**config.mk**
```make
export PLATFORM = sky130hd
export DESIGN_NAME = strided_bank_dma
export DESIGN_NICKNAME = d
export VERILOG_FILES = /design/src/rtl/sbdma_pkg.sv /design/src/rtl/sbdma_ptr_step.sv /design/src/rtl/sbdma_seq.sv /design/src/rtl/strided_bank_dma.sv
export SDC_FILE = /design/constraint.sdc
export NUM_CORES = 1
export LEC_CHECK = 0
export BUFFER_PORTS_ARGS = -buffer_cell sky130_fd_sc_hd__clkbuf_2
export CAP_MARGIN = 20
export CORE_MARGIN = 3
export CORE_UTILIZATION = 56
export CTS_CLUSTER_DIAMETER = 200
export DETAILED_ROUTE_END_ITERATION = 7
export PLACE_DENSITY = 0.89
export SLEW_MARGIN = 40
export SYNTH_ARGS = -nofsm -noshare
export SYNTH_HDL_FRONTEND = slang
export SYNTH_SLANG_ARGS = --single-unit
```
**constraint.sdc**
```tcl
create_clock -name clk -period 5.4 [get_ports clk]
set_clock_uncertainty 0.15 [all_clocks]
set_input_delay 1.08 -clock clk [delete_from_list [all_inputs] [get_ports clk]]
set_output_delay 1.08 -clock clk [all_outputs]
set_load 0.01 [all_outputs]
```
**src/rtl/sbdma_pkg.sv**
```systemverilog
`timescale 1ns/1ps
package sbdma_pkg;
    localparam int ADDR_W = 16;
    localparam int BANK_W = 8;
    localparam int CNT_W  = 16;
    localparam int DATA_W = 8;
    localparam int REG_W  = 16;

    typedef enum logic [1:0] {ST_IDLE, ST_READ, ST_WRITE} xfer_state_e;

    typedef enum logic [2:0] {
        RA_SRC_PTR  = 3'd0,
        RA_DST_PTR  = 3'd1,
        RA_SRC_STEP = 3'd2,
        RA_DST_STEP = 3'd3,
        RA_SRC_BANK = 3'd4,
        RA_DST_BANK = 3'd5,
        RA_COUNT    = 3'd6,
        RA_CTRL     = 3'd7
    } reg_sel_e;

    // restore flag positions in the control write word
    localparam int FL_PTR_BASE  = 0;  // +side
    localparam int FL_BANK_BASE = 2;  // +side
    localparam int FL_COUNT     = 4;
    localparam int FLAG_W       = 5;

    typedef struct packed {
        logic [ADDR_W-1:0] addr;
        logic [BANK_W-1:0] bank;
    } cursor_t;

    function automatic logic [REG_W-1:0] widen_bank(input logic [BANK_W-1:0] b);
        return REG_W'(b);
    endfunction
endpackage

```
**src/rtl/sbdma_ptr_step.sv**
```systemverilog
`timescale 1ns/1ps
module sbdma_ptr_step #(
    parameter int ADDR_W = 16,
    parameter int BANK_W = 8,
    parameter logic [ADDR_W-1:0] WIN_LO   = 16'hA000,
    parameter logic [ADDR_W-1:0] WIN_SPAN = 16'h2000
) (
    input  logic [ADDR_W-1:0] addr_i,
    input  logic [BANK_W-1:0] bank_i,
    input  logic [ADDR_W-1:0] step_i,
    output logic [ADDR_W-1:0] addr_o,
    output logic [BANK_W-1:0] bank_o,
    output logic              esc_o
);
    localparam int SW = ADDR_W + 2;
    localparam logic signed [SW-1:0] LO_S   = $signed({2'b00, WIN_LO});
    localparam logic signed [SW-1:0] SPAN_S = $signed({2'b00, WIN_SPAN});
    localparam logic signed [SW-1:0] HI_S   = LO_S + SPAN_S;
    localparam logic signed [SW-1:0] TOP_S  = $signed({2'b00, {ADDR_W{1'b1}}});

    logic signed [SW-1:0] base_s;
    logic signed [SW-1:0] sum;
    logic                 in_win;

    assign base_s = $signed({2'b00, addr_i});
    assign sum    = base_s + $signed({{2{step_i[ADDR_W-1]}}, step_i});
    assign in_win = (base_s >= LO_S) && (base_s < HI_S);

    always_comb begin
        addr_o = sum[ADDR_W-1:0];
        bank_o = bank_i;
        esc_o  = 1'b0;
        if (in_win) begin
            if (sum >= HI_S) begin
                addr_o = sum[ADDR_W-1:0] - WIN_SPAN;
                bank_o = bank_i + BANK_W'(1);
            end else if (sum < LO_S) begin
                addr_o = sum[ADDR_W-1:0] + WIN_SPAN;
                bank_o = bank_i - BANK_W'(1);
            end
        end else begin
            esc_o = (sum < 0) || (sum > TOP_S) || ((base_s < LO_S) && (sum >= LO_S));
        end
    end
endmodule

```
**src/rtl/sbdma_seq.sv**
```systemverilog
`timescale 1ns/1ps
module sbdma_seq import sbdma_pkg::*; (
    input  logic        clk,
    input  logic        rst,
    input  logic        start_i,
    input  logic        finish_i,
    output xfer_state_e state_o
);
    always_ff @(posedge clk) begin
        if (rst) begin
            state_o <= ST_IDLE;
        end else begin
            case (state_o)
                ST_IDLE:  if (start_i) state_o <= ST_READ;
                ST_READ:  state_o <= ST_WRITE;
                ST_WRITE: state_o <= finish_i ? ST_IDLE : ST_READ;
                default:  state_o <= ST_IDLE;
            endcase
        end
    end

    AST_READ_THEN_WRITE: assert property (@(posedge clk) disable iff (rst)
        (state_o == ST_READ) |=> (state_o == ST_WRITE));
    AST_IDLE_STAYS: assert property (@(posedge clk) disable iff (rst)
        (state_o == ST_IDLE && !start_i) |=> (state_o == ST_IDLE));
endmodule

```
**src/rtl/strided_bank_dma.sv**
```systemverilog
`timescale 1ns/1ps
module strided_bank_dma import sbdma_pkg::*; #(
    parameter logic [ADDR_W-1:0] WIN_LO   = 16'hA000,
    parameter logic [ADDR_W-1:0] WIN_SPAN = 16'h2000
) (
    input  logic              clk,
    input  logic              rst,
    input  logic              cfg_we,
    input  logic [2:0]        cfg_sel,
    input  logic [REG_W-1:0]  cfg_wdata,
    output logic [REG_W-1:0]  cfg_rdata,
    output logic              mem_req,
    output logic              mem_we,
    output logic [ADDR_W-1:0] mem_addr,
    output logic [BANK_W-1:0] mem_bank,
    output logic [DATA_W-1:0] mem_wdata,
    input  logic [DATA_W-1:0] mem_rdata
);
    localparam int SIDES = 2;
    localparam int SRC   = 0;
    localparam int DST   = 1;
    localparam logic [ADDR_W:0] WIN_HI = {1'b0, WIN_LO} + {1'b0, WIN_SPAN};

    cursor_t           cur_q   [SIDES];
    cursor_t           start_q [SIDES];
    logic [ADDR_W-1:0] step_q  [SIDES];
    logic [ADDR_W-1:0] nxt_addr[SIDES];
    logic [BANK_W-1:0] nxt_bank[SIDES];
    logic              esc     [SIDES];

    logic [CNT_W-1:0]  cnt_q, cnt_start_q;
    logic [FLAG_W-1:0] reload_q;
    logic [DATA_W-1:0] hold_q;
    logic              halted_q;
    xfer_state_e       st;

    logic busy, go_acc, start, last, any_esc, finish;

    generate
        for (genvar g = 0; g < SIDES; g++) begin : g_side
            sbdma_ptr_step #(
                .ADDR_W  (ADDR_W),
                .BANK_W  (BANK_W),
                .WIN_LO  (WIN_LO),
                .WIN_SPAN(WIN_SPAN)
            ) u_step (
                .addr_i(cur_q[g].addr),
                .bank_i(cur_q[g].bank),
                .step_i(step_q[g]),
                .addr_o(nxt_addr[g]),
                .bank_o(nxt_bank[g]),
                .esc_o (esc[g])
            );
        end
    endgenerate

    assign busy    = (st != ST_IDLE);
    assign go_acc  = cfg_we && !busy && (cfg_sel == RA_CTRL);
    assign start   = go_acc && (cnt_q != '0);
    assign last    = (cnt_q == CNT_W'(1));
    assign any_esc = esc[SRC] || esc[DST];
    assign finish  = (st == ST_WRITE) && (last || any_esc);

    sbdma_seq u_seq (
        .clk     (clk),
        .rst     (rst),
        .start_i (start),
        .finish_i(finish),
        .state_o (st)
    );

    always_ff @(posedge clk) begin
        if (rst) begin
            for (int g = 0; g < SIDES; g++) begin
                cur_q[g]   <= '0;
                start_q[g] <= '0;
                step_q[g]  <= '0;
            end
            cnt_q       <= '0;
            cnt_start_q <= '0;
            reload_q    <= '0;
            hold_q      <= '0;
            halted_q    <= 1'b0;
        end else begin
            if (cfg_we && !busy) begin
                case (cfg_sel)
                    RA_SRC_PTR:  cur_q[SRC].addr <= cfg_wdata;
                    RA_DST_PTR:  cur_q[DST].addr <= cfg_wdata;
                    RA_SRC_STEP: step_q[SRC]     <= cfg_wdata;
                    RA_DST_STEP: step_q[DST]     <= cfg_wdata;
                    RA_SRC_BANK: cur_q[SRC].bank <= cfg_wdata[BANK_W-1:0];
                    RA_DST_BANK: cur_q[DST].bank <= cfg_wdata[BANK_W-1:0];
                    RA_COUNT:    cnt_q           <= cfg_wdata;
                    default: begin
                        reload_q    <= cfg_wdata[FLAG_W-1:0];
                        cnt_start_q <= cnt_q;
                        halted_q    <= 1'b0;
                        for (int g = 0; g < SIDES; g++) start_q[g] <= cur_q[g];
                    end
                endcase
            end

            if (st == ST_READ) hold_q <= mem_rdata;

            if (st == ST_WRITE) begin
                cnt_q <= cnt_q - CNT_W'(1);
                if (last || !any_esc) begin
                    for (int g = 0; g < SIDES; g++) begin
                        cur_q[g].addr <= nxt_addr[g];
                        cur_q[g].bank <= nxt_bank[g];
                    end
                end else begin
                    halted_q <= 1'b1;
                end
                if (finish) begin
                    for (int g = 0; g < SIDES; g++) begin
                        if (reload_q[FL_PTR_BASE + g])  cur_q[g].addr <= start_q[g].addr;
                        if (reload_q[FL_BANK_BASE + g]) cur_q[g].bank <= start_q[g].bank;
                    end
                    if (reload_q[FL_COUNT]) cnt_q <= cnt_start_q;
                end
            end
        end
    end

    always_comb begin
        case (cfg_sel)
            RA_SRC_PTR:  cfg_rdata = cur_q[SRC].addr;
            RA_DST_PTR:  cfg_rdata = cur_q[DST].addr;
            RA_SRC_STEP: cfg_rdata = step_q[SRC];
            RA_DST_STEP: cfg_rdata = step_q[DST];
            RA_SRC_BANK: cfg_rdata = widen_bank(cur_q[SRC].bank);
            RA_DST_BANK: cfg_rdata = widen_bank(cur_q[DST].bank);
            RA_COUNT:    cfg_rdata = cnt_q;
            default:     cfg_rdata = {{(REG_W-2){1'b0}}, halted_q, busy};
        endcase
    end

    assign mem_req   = busy;
    assign mem_we    = (st == ST_WRITE);
    assign mem_addr  = mem_we ? cur_q[DST].addr : cur_q[SRC].addr;
    assign mem_bank  = mem_we ? cur_q[DST].bank : cur_q[SRC].bank;
    assign mem_wdata = hold_q;

    AST_READ_WRITE_PAIR: assert property (@(posedge clk) disable iff (rst)
        (mem_req && !mem_we) |=> (mem_req && mem_we));
    AST_COUNT_DOWN: assert property (@(posedge clk) disable iff (rst)
        (st == ST_WRITE && !finish) |=> (cnt_q == $past(cnt_q) - CNT_W'(1)));
    AST_BUSY_IGNORES_CFG: assert property (@(posedge clk) disable iff (rst)
        (busy && cfg_we) |=> ($stable(step_q[SRC]) && $stable(step_q[DST])));
    AST_ZERO_COUNT_IDLE: assert property (@(posedge clk) disable iff (rst)
        (go_acc && cnt_q == '0) |=> !mem_req);
    AST_FIXED_DST: assert property (@(posedge clk) disable iff (rst)
        (st == ST_WRITE && !finish && step_q[DST] == '0) |=>
            ($stable(cur_q[DST].addr) && $stable(cur_q[DST].bank)));
    AST_WINDOW_KEEPS: assert property (@(posedge clk) disable iff (rst)
        (st == ST_WRITE && !finish && cur_q[SRC].addr >= WIN_LO &&
         {1'b0, cur_q[SRC].addr} < WIN_HI) |=>
            (cur_q[SRC].addr >= WIN_LO && {1'b0, cur_q[SRC].addr} < WIN_HI));
    AST_HALT_LEAVES_COUNT: assert property (@(posedge clk) disable iff (rst)
        $rose(halted_q) |-> (cnt_q != '0));
endmodule

```
==> results.json <==
{
  "tightest_slew_ps": 867,
  "placed_area_um2": 12400,
  "fin_util": 0.656,
  "rows": 52,
  "post-synth-top-count-cell": "nand2_1",
  "preCtsSetupSlack_ps": -222,
  "seq_area_frac_synth": 0.413,
  "whs_ps": 303,
  "cp-end-kind": "flop",
  "netlist.area_leader.share": 0.330,
  "drt-pass1-iter-count": 8,
  "routed_wirelength_um": 38600,
  "async_flop_share": 0,
  "max-vdd-ir-drop_mv": 0.220,
  "required_ps": 5390,
  "clk_root_buffer_cell": "clkbuf_16",
  "synth_edf_count": 128,
  "avgSynthCellArea_um2": 9.11,
  "grt_max_degree": 62,
  "status": "complete, but fails checks",
  "ys_types": 76,
  "drcViolationCount": 11,
  "grtUsageTotal": 0.332,
  "crit_arrival_ps": 5470,
  "fillers": 1504,
  "dp_hpwl_um": 26100,
  "clock_latency_ps": 450,
  "clk_pin_slew_ps": 80,
  "clkPwrFrac": 0.343,
  "cts_tree": "done",
  "tns_ps": -77.2,
  "place_congestion": 1.01,
  "finalCritPeriodShare": 1.01,
  "start_util": 0.573,
  "grt_pass1_vias": 10700,
  "p_leak_uw": 0.00553,
  "grt_pass1_wl_um": 57800,
  "routed_via_density": 6.91,
  "synthFlopType": "edfxtp_1",
  "setup_violations": 1,
  "syn-num-nets": 1365,
  "power.density_nw_per_um2": 277,
  "areaGrowthSynthToFinish_pct": 14.5,
  "ys_top_cells_by_area": "edfxtp_1 (33%), dfxtp_1 (8.3%), nand2_1 (6.8%), ha_1 (5.8%), a21oi_1 (4.0%)",
  "timing.fmax_mhz": 183,
  "fin_ws_ps": -77.2,
  "ant_nets": 0,
  "io_buffers": 79,
  "hold_violations": 0,
  "htreeDepth": 4,
  "first_iter_violations": 1522,
  "cts_hold_buffers": 0,
  "fp.dieH_um": 150,
  "slowest_stage": "edfxtp_1",
  "ios": 80,
  "crit_start": "step_q[0][16]",
  "start_kind": "flop",
  "power_frac_comb": 0.232,
  "slowest_delay_ps": 460,
  "drv_cap": 0,
  "hold_class": "reg -> reg",
  "violations": "design-rule violations, negative setup slack",
  "seq_power_share": 0.425,
  "grt-ovfl-total": 0,
  "critPathKind": "reg -> reg",
  "core_area_um2": 20300,
  "hp-start": "cnt_start_q[8]",
  "cts_buffer_depth": 2,
  "antenna_found_initial": 1,
  "final_layout_size_suffix_gt1_frac": 0.172,
  "fin_crit_ps": 5480,
  "dr_total_vias": 11400,
  "netlist_area_um2": 11600,
  "ys.warnings.count": 0,
  "rsz0062_at_grt": "true",
  "numCtsBuffers": 17,
  "synth_cells": 1277,
  "swShare": 0.322,
  "cp_top_family": "compound AO/OA/AOI/OAI gates",
  "crit_buf_inv": 4,
  "r2r_start": "step_q[0][16]",
  "critPathMaxFanout": 4,
  "synth_common_cells": "nand2_1 (211), edfxtp_1 (128), a21oi_1 (93)",
  "die_x_um": 150,
  "die_area_um2": 22500,
  "clock-sinks": 176,
  "wire_per_inst_um": 23.5,
  "maxSlewHeadroom": 0.420,
  "ys_ff_latch": 176,
  "design_area_um2": 13300,
  "internal_power_uw": 2500,
  "synth_top_area_cell": "edfxtp_1",
  "layout.nets": 1450,
  "netSwitchingPower_uw": 1190,
  "report.final.slew_viol_count": 0
}
[final cells by class]
class	instances	area [um^2]	area share
tap	270	338	0.0254
antenna	2	5.00	0.000376
timing repair buffer	140	853	0.0641
multi-input combinational	987	6570	0.494
clock inverter	13	129	0.00968
inverter	40	150	0.0113
clock buffer	19	464	0.0349
sequential	176	4800	0.361
[power by group through the flow]
stage | Clock (uW) | Sequential, uW | Combinational [uW]
floorplan | 0 | 1570 | 522
global placement | 0 | 1590 | 734
detailed placement | 0 | 1590 | 757
CTS | 1260 | 1560 | 779
global route | 1310 | 1570 | 914
finish | 1260 | 1570 | 856
[cell families after synthesis]
group	count (synthesis)	synth area share
XOR/XNOR	47	0.0354
AO/OA/AOI/OAI	357	0.203
AND/OR/NAND/NOR	486	0.198
buffers and inverters	114	0.0401
multiplexers	39	0.0456
flip-flops	176	0.413
adder cells (fa/ha/maj)	58	0.0650
[metal layers]
metal | wire length, um | global-route usage | share of wire | vias to the layer above
met2 | 17300 | 0.522 | 0.45 | 946
li1 | - | - | - | 4900
met1 | 13400 | 0.414 | 0.35 | 5274
met4 | 2450 | 0.171 | 0.063 | 4
met5 | 64 | 0.0182 | 0.0017 | -
met3 | 5410 | 0.101 | 0.14 | 255
[sequential cells by signal (all words and copies together), names as in the netlist]
signal,cells
cnt_q,16
mem_wdata,8
start_q,48
step_q,32
cur_q,48
u_seq.state_o,2
halted_q,1
reload_q,5
cnt_start_q,16
[final timing paths]
kind / slack [ps] / endpoint / cells past startpoint
worst min-delay path: 300 / cnt_start_q[8] / 2
worst max register to register: -80 / cur_q[1][7] / 26
worst min register to register: 300 / cnt_start_q[8] / 2
worst max-delay path: -80 / cur_q[1][7] / 26
[repair_timing]
action                                  CTS  global route
setup buffers                             4            10
gates resized for setup                   4            28
endpoints found under the setup margin    2             6
pin swaps                                 5            24
[cell usage in the layout (no fill, tap or decap), types with 9 or more instances in the layout]
cell and instances:
buf_4 60, a21o_1 21, a22oi_1 16, xnor2_1 25
nor2_1 87, and3_1 51, a21oi_1 89, nor4b_1 12
and2_1 25, o21ai_0 49, nand2_1 208, xor2_1 21
nor3_1 22, clkbuf_16 18, dfxtp_1 48, mux2i_1 26
edfxtp_1 128, nand3_1 19, ha_1 44, inv_1 37
o211ai_1 30, o21a_1 20, nor2b_1 11, o21ai_1 12
mux4_2 11, clkbuf_2 79, a31oi_1 41, nand2b_1 9
[worst min-delay path, cell delays in order, from the launching register on]
cell and delay (ps):
dfxtp_1 310, nand2_1 50, a21oi_1 50
[through the flow]
stage / std cells / power, uW
floorplan: 1277 / 2090
global placement: 1598 / 2320
CTS: 1634 / 3590
detailed placement: 1598 / 2350
global route: 1645 / 3800
finish: 1647 / 3690
(Power assumes the default switching activity.)
